`src/rtl/agent_mode_pkg.sv`:
```
package agent_mode_pkg;

    localparam int REG_AW        = 8;
    localparam int REG_DW        = 32;
    localparam int GLOBAL_EN_BIT = 16;
    localparam int AGENT_BASE    = 8'h40;

    typedef enum logic [1:0] {
        MODE_RESET   = 2'd0,
        MODE_DISABLE = 2'd1,
        MODE_CONFIG  = 2'd2,
        MODE_OPERATE = 2'd3
    } op_mode_e;

    typedef enum logic [1:0] {
        XS_IDLE    = 2'd0,
        XS_PENDING = 2'd1,
        XS_BUSY    = 2'd2
    } xfer_state_e;

    typedef enum logic [2:0] {
        SEL_NONE,
        SEL_SWRST,
        SEL_CLKEN,
        SEL_CLKDIS,
        SEL_CMD,
        SEL_STAT,
        SEL_RAMINIT
    } reg_sel_e;

    typedef struct packed {
        reg_sel_e   sel;
        logic [3:0] agent;
    } reg_hit_t;

    function automatic reg_hit_t decode_addr(input logic [REG_AW-1:0] a, input int n_agents);
        reg_hit_t        h;
        logic [REG_AW-1:0] off;
        h.sel   = SEL_NONE;
        h.agent = '0;
        off     = a - REG_AW'(AGENT_BASE);
        if (a == 8'h00)      h.sel = SEL_SWRST;
        else if (a == 8'h04) h.sel = SEL_CLKEN;
        else if (a == 8'h08) h.sel = SEL_CLKDIS;
        else if (a >= REG_AW'(AGENT_BASE) && a[1:0] == 2'b00) begin
            h.agent = off[7:4];
            if (int'(off[7:4]) < n_agents) begin
                case (a[3:2])
                    2'd0:    h.sel = SEL_CMD;
                    2'd1:    h.sel = SEL_STAT;
                    2'd2:    h.sel = SEL_RAMINIT;
                    default: h.sel = SEL_NONE;
                endcase
            end
        end
        return h;
    endfunction

endpackage

```
`src/rtl/agent_mode_fsm.sv`:
```
module agent_mode_fsm
    import agent_mode_pkg::*;
#(
    parameter int TRANS_CYCLES = 4
) (
    input  logic     clk,
    input  logic     rst,
    input  logic     force_rst,
    input  logic     cmd_we,
    input  op_mode_e cmd_mode,
    input  logic     clk_on,
    output op_mode_e cur_mode,
    output logic     changing,
    output logic     enter_disable
);
    localparam int CW = (TRANS_CYCLES > 1) ? $clog2(TRANS_CYCLES) : 1;
    localparam logic [CW-1:0] CNT_LOAD = CW'(TRANS_CYCLES - 1);

    xfer_state_e   state;
    op_mode_e      tgt_mode;
    logic [CW-1:0] cnt;

    assign changing      = (state != XS_IDLE);
    assign enter_disable = (state == XS_BUSY) && clk_on && (cnt == '0) &&
                           (tgt_mode == MODE_DISABLE) && !cmd_we && !force_rst;

    always_ff @(posedge clk) begin
        if (rst || force_rst) begin
            state    <= XS_IDLE;
            cur_mode <= MODE_RESET;
            tgt_mode <= MODE_RESET;
            cnt      <= '0;
        end else if (cmd_we) begin
            tgt_mode <= cmd_mode;
            cnt      <= CNT_LOAD;
            state    <= clk_on ? XS_BUSY : XS_PENDING;
        end else begin
            case (state)
                XS_PENDING: if (clk_on) state <= XS_BUSY;
                XS_BUSY: begin
                    if (clk_on) begin
                        if (cnt == '0) begin
                            cur_mode <= tgt_mode;
                            state    <= XS_IDLE;
                        end else begin
                            cnt <= cnt - 1'b1;
                        end
                    end
                end
                default: state <= XS_IDLE;
            endcase
        end
    end

    assert_idle_hold_R2: assert property (@(posedge clk) disable iff (rst)
        (state == XS_IDLE && !cmd_we && !force_rst) |=> $stable(cur_mode));

    assert_pending_hold_R6: assert property (@(posedge clk) disable iff (rst)
        (state == XS_PENDING && !clk_on && !cmd_we && !force_rst)
        |=> (state == XS_PENDING && $stable(cur_mode)));

    assert_swreset_hold_R9: assert property (@(posedge clk) disable iff (rst)
        force_rst |=> (cur_mode == MODE_RESET && !changing));

    assert_restart_busy_R11: assert property (@(posedge clk) disable iff (rst)
        (cmd_we && !force_rst) |=> changing);

endmodule

```
`src/rtl/ram_init_seq.sv`:
```
module ram_init_seq #(
    parameter int RAM_DEPTH = 16
) (
    input  logic clk,
    input  logic rst,
    input  logic go_we,
    output logic running,
    output logic ready
);
    localparam int AW = (RAM_DEPTH > 1) ? $clog2(RAM_DEPTH) : 1;
    localparam logic [AW-1:0] LAST = AW'(RAM_DEPTH - 1);

    logic [AW-1:0] sweep_addr;

    always_ff @(posedge clk) begin
        if (rst) begin
            running    <= 1'b0;
            ready      <= 1'b0;
            sweep_addr <= '0;
        end else if (go_we) begin
            running    <= 1'b1;
            ready      <= 1'b0;
            sweep_addr <= '0;
        end else if (running) begin
            if (sweep_addr == LAST) begin
                running <= 1'b0;
                ready   <= 1'b1;
            end else begin
                sweep_addr <= sweep_addr + 1'b1;
            end
        end
    end

    assert_go_clears_ready_R8: assert property (@(posedge clk) disable iff (rst)
        go_we |=> (!ready && running));

    assert_sweep_done_R7: assert property (@(posedge clk) disable iff (rst)
        (running && !go_we && sweep_addr == LAST) |=> (ready && !running));

endmodule

```
`src/rtl/clock_enable_regs.sv`:
```
module clock_enable_regs
    import agent_mode_pkg::*;
#(
    parameter int NUM_AGENTS = 4
) (
    input  logic                  clk,
    input  logic                  rst,
    input  logic                  set_we,
    input  logic                  clr_we,
    input  logic [NUM_AGENTS-1:0] agent_bits,
    input  logic                  global_bit,
    input  logic [NUM_AGENTS-1:0] disable_req,
    output logic                  global_en,
    output logic [NUM_AGENTS-1:0] agent_en,
    output logic [NUM_AGENTS-1:0] gate
);
    logic [NUM_AGENTS-1:0] set_mask, clr_mask;

    assign set_mask = set_we ? agent_bits : '0;
    assign clr_mask = (clr_we ? agent_bits : '0) | disable_req;

    always_ff @(posedge clk) begin
        if (rst) begin
            global_en <= 1'b0;
            agent_en  <= '0;
        end else begin
            global_en <= global_en | (set_we & global_bit);
            agent_en  <= (agent_en | set_mask) & ~clr_mask;
        end
    end

    genvar gi;
    generate
        for (gi = 0; gi < NUM_AGENTS; gi++) begin : g_gate
            assign gate[gi] = global_en & agent_en[gi];
        end
    endgenerate

    assert_auto_gate_R5: assert property (@(posedge clk) disable iff (rst)
        (|disable_req) |=> ((agent_en & $past(disable_req)) == '0));

    assert_clk_clear_R4: assert property (@(posedge clk) disable iff (rst)
        clr_we |=> ((agent_en & $past(agent_bits)) == '0));

    assert_clk_set_R3: assert property (@(posedge clk) disable iff (rst)
        (set_we && !clr_we && disable_req == '0)
        |=> ((agent_en & $past(agent_bits)) == $past(agent_bits)));

endmodule

```
`src/rtl/agent_mode_ctrl.sv`:
```
module agent_mode_ctrl
    import agent_mode_pkg::*;
#(
    parameter int NUM_AGENTS   = 4,
    parameter int TRANS_CYCLES = 4,
    parameter int RAM_DEPTH    = 16
) (
    input  logic                    clk,
    input  logic                    rst,
    input  logic                    wr_en,
    input  logic                    rd_en,
    input  logic [7:0]              addr,
    input  logic [31:0]             wdata,
    output logic [31:0]             rdata,
    output logic [NUM_AGENTS-1:0]   agent_clk_en,
    output logic [2*NUM_AGENTS-1:0] agent_mode
);
    localparam int AIW = (NUM_AGENTS > 1) ? $clog2(NUM_AGENTS) : 1;

    reg_hit_t              hit;
    logic [AIW-1:0]        idx;
    logic                  swrst_q;
    logic                  global_en;
    logic [NUM_AGENTS-1:0] agent_en;
    logic [NUM_AGENTS-1:0] cmd_we, go_we, changing, dis_req, running, ready;
    op_mode_e              mode_arr [NUM_AGENTS];
    logic                  unused_wdata;

    assign hit          = decode_addr(addr, NUM_AGENTS);
    assign idx          = hit.agent[AIW-1:0];
    assign unused_wdata = ^{wdata[31:GLOBAL_EN_BIT+1], wdata[GLOBAL_EN_BIT-1:0]};

    always_ff @(posedge clk) begin
        if (rst)                              swrst_q <= 1'b0;
        else if (wr_en && hit.sel == SEL_SWRST) swrst_q <= wdata[0];
    end

    clock_enable_regs #(.NUM_AGENTS(NUM_AGENTS)) u_clk (
        .clk         (clk),
        .rst         (rst),
        .set_we      (wr_en && hit.sel == SEL_CLKEN),
        .clr_we      (wr_en && hit.sel == SEL_CLKDIS),
        .agent_bits  (wdata[NUM_AGENTS-1:0]),
        .global_bit  (wdata[GLOBAL_EN_BIT]),
        .disable_req (dis_req),
        .global_en   (global_en),
        .agent_en    (agent_en),
        .gate        (agent_clk_en)
    );

    genvar gi;
    generate
        for (gi = 0; gi < NUM_AGENTS; gi++) begin : g_agent
            assign cmd_we[gi] = wr_en && hit.sel == SEL_CMD && hit.agent == 4'(gi);
            assign go_we[gi]  = wr_en && hit.sel == SEL_RAMINIT && hit.agent == 4'(gi) && wdata[0];

            agent_mode_fsm #(.TRANS_CYCLES(TRANS_CYCLES)) u_fsm (
                .clk           (clk),
                .rst           (rst),
                .force_rst     (swrst_q),
                .cmd_we        (cmd_we[gi]),
                .cmd_mode      (op_mode_e'(wdata[1:0])),
                .clk_on        (agent_clk_en[gi]),
                .cur_mode      (mode_arr[gi]),
                .changing      (changing[gi]),
                .enter_disable (dis_req[gi])
            );

            ram_init_seq #(.RAM_DEPTH(RAM_DEPTH)) u_ram (
                .clk     (clk),
                .rst     (rst),
                .go_we   (go_we[gi]),
                .running (running[gi]),
                .ready   (ready[gi])
            );

            assign agent_mode[2*gi +: 2] = mode_arr[gi];
        end
    endgenerate

    always_ff @(posedge clk) begin
        if (rst) begin
            rdata <= '0;
        end else if (rd_en) begin
            rdata <= '0;
            case (hit.sel)
                SEL_SWRST: rdata[0] <= swrst_q;
                SEL_CLKEN: begin
                    rdata[GLOBAL_EN_BIT]  <= global_en;
                    rdata[NUM_AGENTS-1:0] <= agent_en;
                end
                SEL_STAT: begin
                    rdata[1:0] <= mode_arr[idx];
                    rdata[2]   <= changing[idx];
                end
                SEL_RAMINIT: begin
                    rdata[0] <= running[idx];
                    rdata[1] <= ready[idx];
                end
                default: rdata <= '0;
            endcase
        end
    end

    assert_clkdis_reads_zero_R4: assert property (@(posedge clk) disable iff (rst)
        (rd_en && hit.sel == SEL_CLKDIS) |=> (rdata == '0));

    assert_gate_needs_global_R3: assert property (@(posedge clk) disable iff (rst)
        !global_en |-> (agent_clk_en == '0));

endmodule

```
`config.mk`:
```
export PLATFORM = sky130hd
export DESIGN_NAME = agent_mode_ctrl
export DESIGN_NICKNAME = d
export VERILOG_FILES = /design/src/rtl/agent_mode_pkg.sv /design/src/rtl/agent_mode_fsm.sv /design/src/rtl/ram_init_seq.sv /design/src/rtl/clock_enable_regs.sv /design/src/rtl/agent_mode_ctrl.sv
export SDC_FILE = /design/constraint.sdc
export NUM_CORES = 1
export LEC_CHECK = 0
export BUFFER_PORTS_ARGS = -buffer_cell sky130_fd_sc_hd__buf_2
export CAP_MARGIN = 10
export CELL_PAD_IN_SITES_DETAIL_PLACEMENT = 1
export CELL_PAD_IN_SITES_GLOBAL_PLACEMENT = 1
export CORE_UTILIZATION = 43
export CTS_CLUSTER_DIAMETER = 30
export DETAILED_ROUTE_END_ITERATION = 10
export PLACE_DENSITY_LB_ADDON = 0.1
export REMOVE_ABC_BUFFERS = 1
export SLEW_MARGIN = 20
export SYNTH_ARGS = -nofsm -noshare
export SYNTH_HDL_FRONTEND = slang
export SYNTH_SLANG_ARGS = --single-unit
```
`constraint.sdc`:
```
create_clock -name clk -period 6.8 [get_ports clk]
set_clock_uncertainty 0.15 [all_clocks]
set_input_delay 0.34 -clock clk [delete_from_list [all_inputs] [get_ports clk]]
set_output_delay 0.34 -clock clk [all_outputs]
set_load 0.02 [all_outputs]
```
Word level (Yosys, flattened, before mapping)
Cells that the tools add are included.
- $add $sub $neg: 9
- order comparisons: 4
- equal/unequal tests: 45
- mux-type cells: 77
- bitwise gates (word level): 19
- reduce and logical (&&, ||, !) cells: 88
- operators by type and width (operator ; count):
    2-to-1 mux 2 bit ; 38
    logical AND 1 bit ; 38
    != test 3 x 1 -> 1 bit (second input constant) ; 8
    AND reduction 3 bit ; 8
    nonzero test 2 bit ; 12
    2-to-1 mux 4 bit ; 5
    == test 2 x 1 -> 1 bit (second input constant) ; 9
    2-to-1 mux 1 bit ; 17
    adder 4 x 1 -> 4 bit (second input constant) ; 4
    == test 4 bit (second input constant) ; 4
    case mux 2 bit (2 select lines) ; 4
    AND reduction 2 bit ; 8
    AND reduction 4 bit ; 4
    zero test 2 bit ; 6
    2-to-1 mux 3 bit ; 4
    != test 3 x 2 -> 1 bit (second input constant) ; 4
    == test 2 bit (second input constant) ; 5
    == test 3 bit (second input constant) ; 3
    case mux 3 bit (3 select lines) ; 1
    == test 4 x 2 -> 1 bit (second input constant) ; 2
    == test 8 x 3 -> 1 bit (second input constant) ; 1
    == test 8 x 4 -> 1 bit (second input constant) ; 1
    >= comparator 8 x 7 -> 1 bit (second input constant) ; 1
    zero test 8 bit ; 1
    26 further kinds ; 54
- bits in registers: 67
- bits of input ports: 44
- output and inout bits: 44
- word-level logic and storage cells: 274

Depth between registers and ports, before layout
- depth in word-level cells: 16
- gate-level depth with buffers: 13
- mapped depth without buffers: 12

By module
From an unflattened synthesis, not the netlist that was laid out.
- cell total of the unflattened synthesis: 419
- area, all modules: 3838.7 um2
- by module, submodules not included (module ; instances ; cells an instance ; area an instance (um2) ; seq. area each (um2)):
    agent_mode_fsm ; 4 ; 39 ; 395.4 ; 160.2
    agent_mode_ctrl ; 1 ; 136 ; 1032.2 ; 120.1
    ram_init_seq ; 4 ; 27 ; 256.5 ; 120.1
    clock_enable_regs ; 1 ; 19 ; 198.9 ; 100.1

Least setup slack after synthesis
No wires, ideal clock.
- path type: input -> register
- start point: input addr[5]
- end point: register g_agent[0].u_fsm.cur_mode[0]
- library setup time: 0.128 ns
- arrival: 2.321 ns
- data required time: 6.522 ns
- setup slack: 4.202 ns
- cell stages on the path: 13
- cells stage by stage: clkbuf_1 -> nor2_1 -> nand2_1 -> o21ai_0 -> and2_1 -> inv_1 -> ha_1 -> and2_1 -> buf_2 -> o2111ai_1 -> and3_2 -> mux2i_1 -> nor2_1
- word-level cells in the longest chain between the ends: 12
- elaborated cells on any way between the ends: 21
- RTL lines (element ; RTL line ; source):
    from (decl) ; agent_mode_ctrl.sv:12 ; input logic [7:0] addr,
    subtractor 8 x 7 -> 8 bit ; agent_mode_pkg.sv:41 ; off = a - REG_AW'(AGENT_BASE);
    less-than comparator 4 x 3 -> 1 bit ; agent_mode_pkg.sv:47 ; if (int'(off[7:4]) < n_agents) begin
    2-to-1 mux 3 bit ; agent_mode_pkg.sv:47 ;
    2-to-1 mux 7 bit ; agent_mode_pkg.sv:45 ; else if (a >= REG_AW'(AGENT_BASE) && a[1:0] == 2'b00) begin
    2-to-1 mux 3 bit ; agent_mode_pkg.sv:44 ; else if (a == 8'h08) h.sel = SEL_CLKDIS;
    2-to-1 mux 3 bit ; agent_mode_pkg.sv:43 ; else if (a == 8'h04) h.sel = SEL_CLKEN;
    2-to-1 mux 3 bit ; agent_mode_pkg.sv:42 ; if (a == 8'h00) h.sel = SEL_SWRST;
    == test 3 bit ; agent_mode_ctrl.sv:54 ; assign cmd_we[gi] = wr_en && hit.sel == SEL_CMD && hit.agent == 4'(gi);
    logical AND 1 bit ; agent_mode_ctrl.sv:54 ;
    logical AND 1 bit (*) ; agent_mode_ctrl.sv:54 ;
    inverter 1 bit (no line) (*) ; - ;
    AND reduction 4 bit (no line) (*) ; - ;
    to (signal assigned) ; agent_mode_fsm.sv:43 ; cur_mode <= tgt_mode;
    to (decl) ; agent_mode_fsm.sv:12 ; output op_mode_e cur_mode,
Mark *: on every way between the ends. The rest lies on a longest branch, timed or not.
A chain may end at the register's enable or synchronous reset.

Worst setup path after layout
- start point: input addr[6]
- end point: register g_agent[0].u_fsm.cur_mode[1]
The elaborated chain is that of the path after synthesis.

==> reports/results.tsv <==
metric	value	unit
first-pass GRT wire length	14700	um
most instantiated cells after synthesis	67 x dfxtp_1, 50 x nor2_1, 31 x buf_4, 31 x nand2_1, 27 x a21oi_1	
synth top area cells	dfxtp_1 37%, buf_4 6.5%, mux2i_1 5.9%, nor2_1 5.2%, ha_1 4.9%	
Sum Neg Setup Slack	0	ns
core area	0.00789	mm^2
antenna violations before repair	0	
power per cell area	210	mW/mm^2
drt total wl	8780	um
Tcrit/Tclk final	43.0	%
Starting Density	45.5	%
largest net degree at the start of global routing	33	
Synth Register Bits	67	
Min-Delay Path Class	input pin to flop	
fin crit period	2.93	ns
diode count	0	
sequential cell area fraction in the yosys report	37.4	%
status	finished clean	
crit path DAT	2.98	ns
cts hold-fix bufs	0	
top_reg_cell synth	dfxtp_1	
Slowest Stage Delay on Critical Path	0.45	ns
total CTS buffers	9	
max-cap check violation count	0	
Die Height	93.4	um
Synth Instances	418	
io pins	88	
fraction of layout cells with a size suffix above 1	13.6	%
setup violators final	0	
post-synth top area share	37.4	%
crit start category	input pin	
# port buffers	33	
chain of cells forming the critical path	buf_2, inv_1, ha_1, and4bb_2, o21a_1, inv_1, ha_1, and2_1, o2111ai_1, and3_2, mux2i_1, nor2_1	
routed vias/inst	5.40	
Ys Warns	0	
count leader, synth	dfxtp_1	
Worst Setup End Kind	flop	
Total GRT Usage	21.9	%
CTS Buffer Depth	2	
setup repair after global routing missed its margin	false	
Mapped Area	0.00359	mm^2
vias in the first global route	2988	
Hold Fails Final Rpt	0	
CTS tree	built	
Unique masters post-synth	57	
hpwl dp	6510	um
Residual DRC	0	
final design utilization	49.7	%
maximum vdd drop	0.000112	V
fillcell total	948	
Die Span X	93.4	um
Post-synth EDFFs	0	
Layout area overhead	9.13	%
site row count	32	
initial DRC count	117	
critical path type	input pin to flop	
Worst-Skew Late Latency	0.34	ns
Static Leak	0.00159	uW
H-tree levels	3	
dominant cell type by area after synthesis	dfxtp_1	
Req. time, crit path	6.85	ns
drt first pass iters	4	
Synth Area per Inst	8.59	um^2
WL/cell	16.0	um
critical path peak fanout	7	
Slew @ Worst Pin	0.784	ns
root buffer cell	clkbuf_8	
Clk pin slew, worst setup/hold paths	0.07	ns
DIE AREA	0.00872	mm^2
max_slew headroom	47.6	%
GPL Wtd Cong	0.777	
nets@finish	501	
Vias	2970	
Slew Viols, Final	0	
Setup Fix Bufs, Post-CTS	0	
PostCTS Resize Cnt	0	
highest clock rate	0.342	GHz
Slowest-stage cell, CP	o2111ai_1	
post-route ant nets	0	
ys async rst share	0	%
total congestion overflow	0	
Sink Count	67	
through the flow:
step	total power, uW	setup slack (ns)	hold slack [ns]	std cells	cell area (um^2)
after floorplan	435	4.22	0.254	399	3400
after global placement	456	3.63	0.304	534	3690
after detailed placement	456	3.57	0.315	534	3690
after CTS	831	3.86	0.103	550	3920
after global routing	856	3.64	0.108	550	3920
final	824	3.87	0.107	550	3920
final timing paths:
check	startpoint	endpoint	slack, ns	depth (start not counted)
min	wdata[16]	u_clk.global_en	0.11	3
min reg2reg	rdata[3]	rdata[3]	0.32	2
max	addr[6]	g_agent[0].u_fsm.cur_mode[1]	3.87	12
max reg2reg	u_clk.global_en	g_agent[3].u_fsm.cur_mode[1]	4.93	6
logic make-up after synthesis:
kind of cell / synth area share (%)
AO/OA/AOI/OAI: 15.5
multiplexers: 6.17
buffers and inverters: 10.1
XOR/XNOR: 3.17
flip-flops: 37.4
adder cells (fa/ha/maj): 4.88
AND/OR/NAND/NOR: 22.7
other: 0.104
cell usage in the layout (no fill, tap or decap), types with 5 or more instances in the layout:
| cell type | count |
|---|---|
| dfxtp_1 | 67 |
| nor2_1 | 50 |
| buf_2 | 33 |
| nand2_1 | 31 |
| a21oi_1 | 27 |
| conb_1 | 27 |
| mux2i_1 | 21 |
| inv_1 | 20 |
| nand3_1 | 17 |
| ha_1 | 14 |
| nor3_1 | 12 |
| a31oi_1 | 12 |
| clkbuf_8 | 11 |
| nand2b_1 | 10 |
| xnor2_1 | 9 |
| o21ai_0 | 9 |
| o2111ai_1 | 5 |
| a41oi_1 | 5 |
cell type report:
cell class	instances	area, um^2	share of cell area (%)
Clock buffer	11	151	3.86
Clock inverter	5	75.1	1.92
Inverter	20	75.1	1.92
Multi-Input combinational cell	312	1980	50.6
Sequential cell	67	1340	34.2
Tap cell	102	128	3.26
Timing Repair Buffer	33	165	4.22
critical path: cells and delay by family:
family | cells | cell delay (ns)
buffers and inverters | 3 | 0.27
AND/OR/NAND/NOR | 4 | 1.07
adder cells (fa/ha/maj) | 2 | 0.42
AO/OA/AOI/OAI | 2 | 0.66
multiplexers | 1 | 0.21
where the power goes:
part           internal [uW]  leakage, uW  switching, uW
clock network            225     0.000119            152
logic                   12.6     0.000928           41.7
registers                393     0.000540          0.623
flip-flops by register name (all words and copies together), names as in the netlist, 5 cells and up:
name                      flops
g_agent.u_fsm.tgt_mode        8
g_agent.u_fsm.state           8
g_agent.u_ram.sweep_addr     16
g_agent.u_fsm.cnt             8
g_agent.u_fsm.cur_mode        8
rdata                         5
per-layer routing:
metal	wire, um	global-route usage [%]	share of wire, %	up-vias
li1	-	-	-	1466
met2	4080	36.4	46	61
met5	0	0	0	-
met1	4240	28.6	48	1431
met4	126	7.69	1.4	0
met3	339	3.50	3.9	12
No activity file was read; power rests on OpenSTA's default activity.
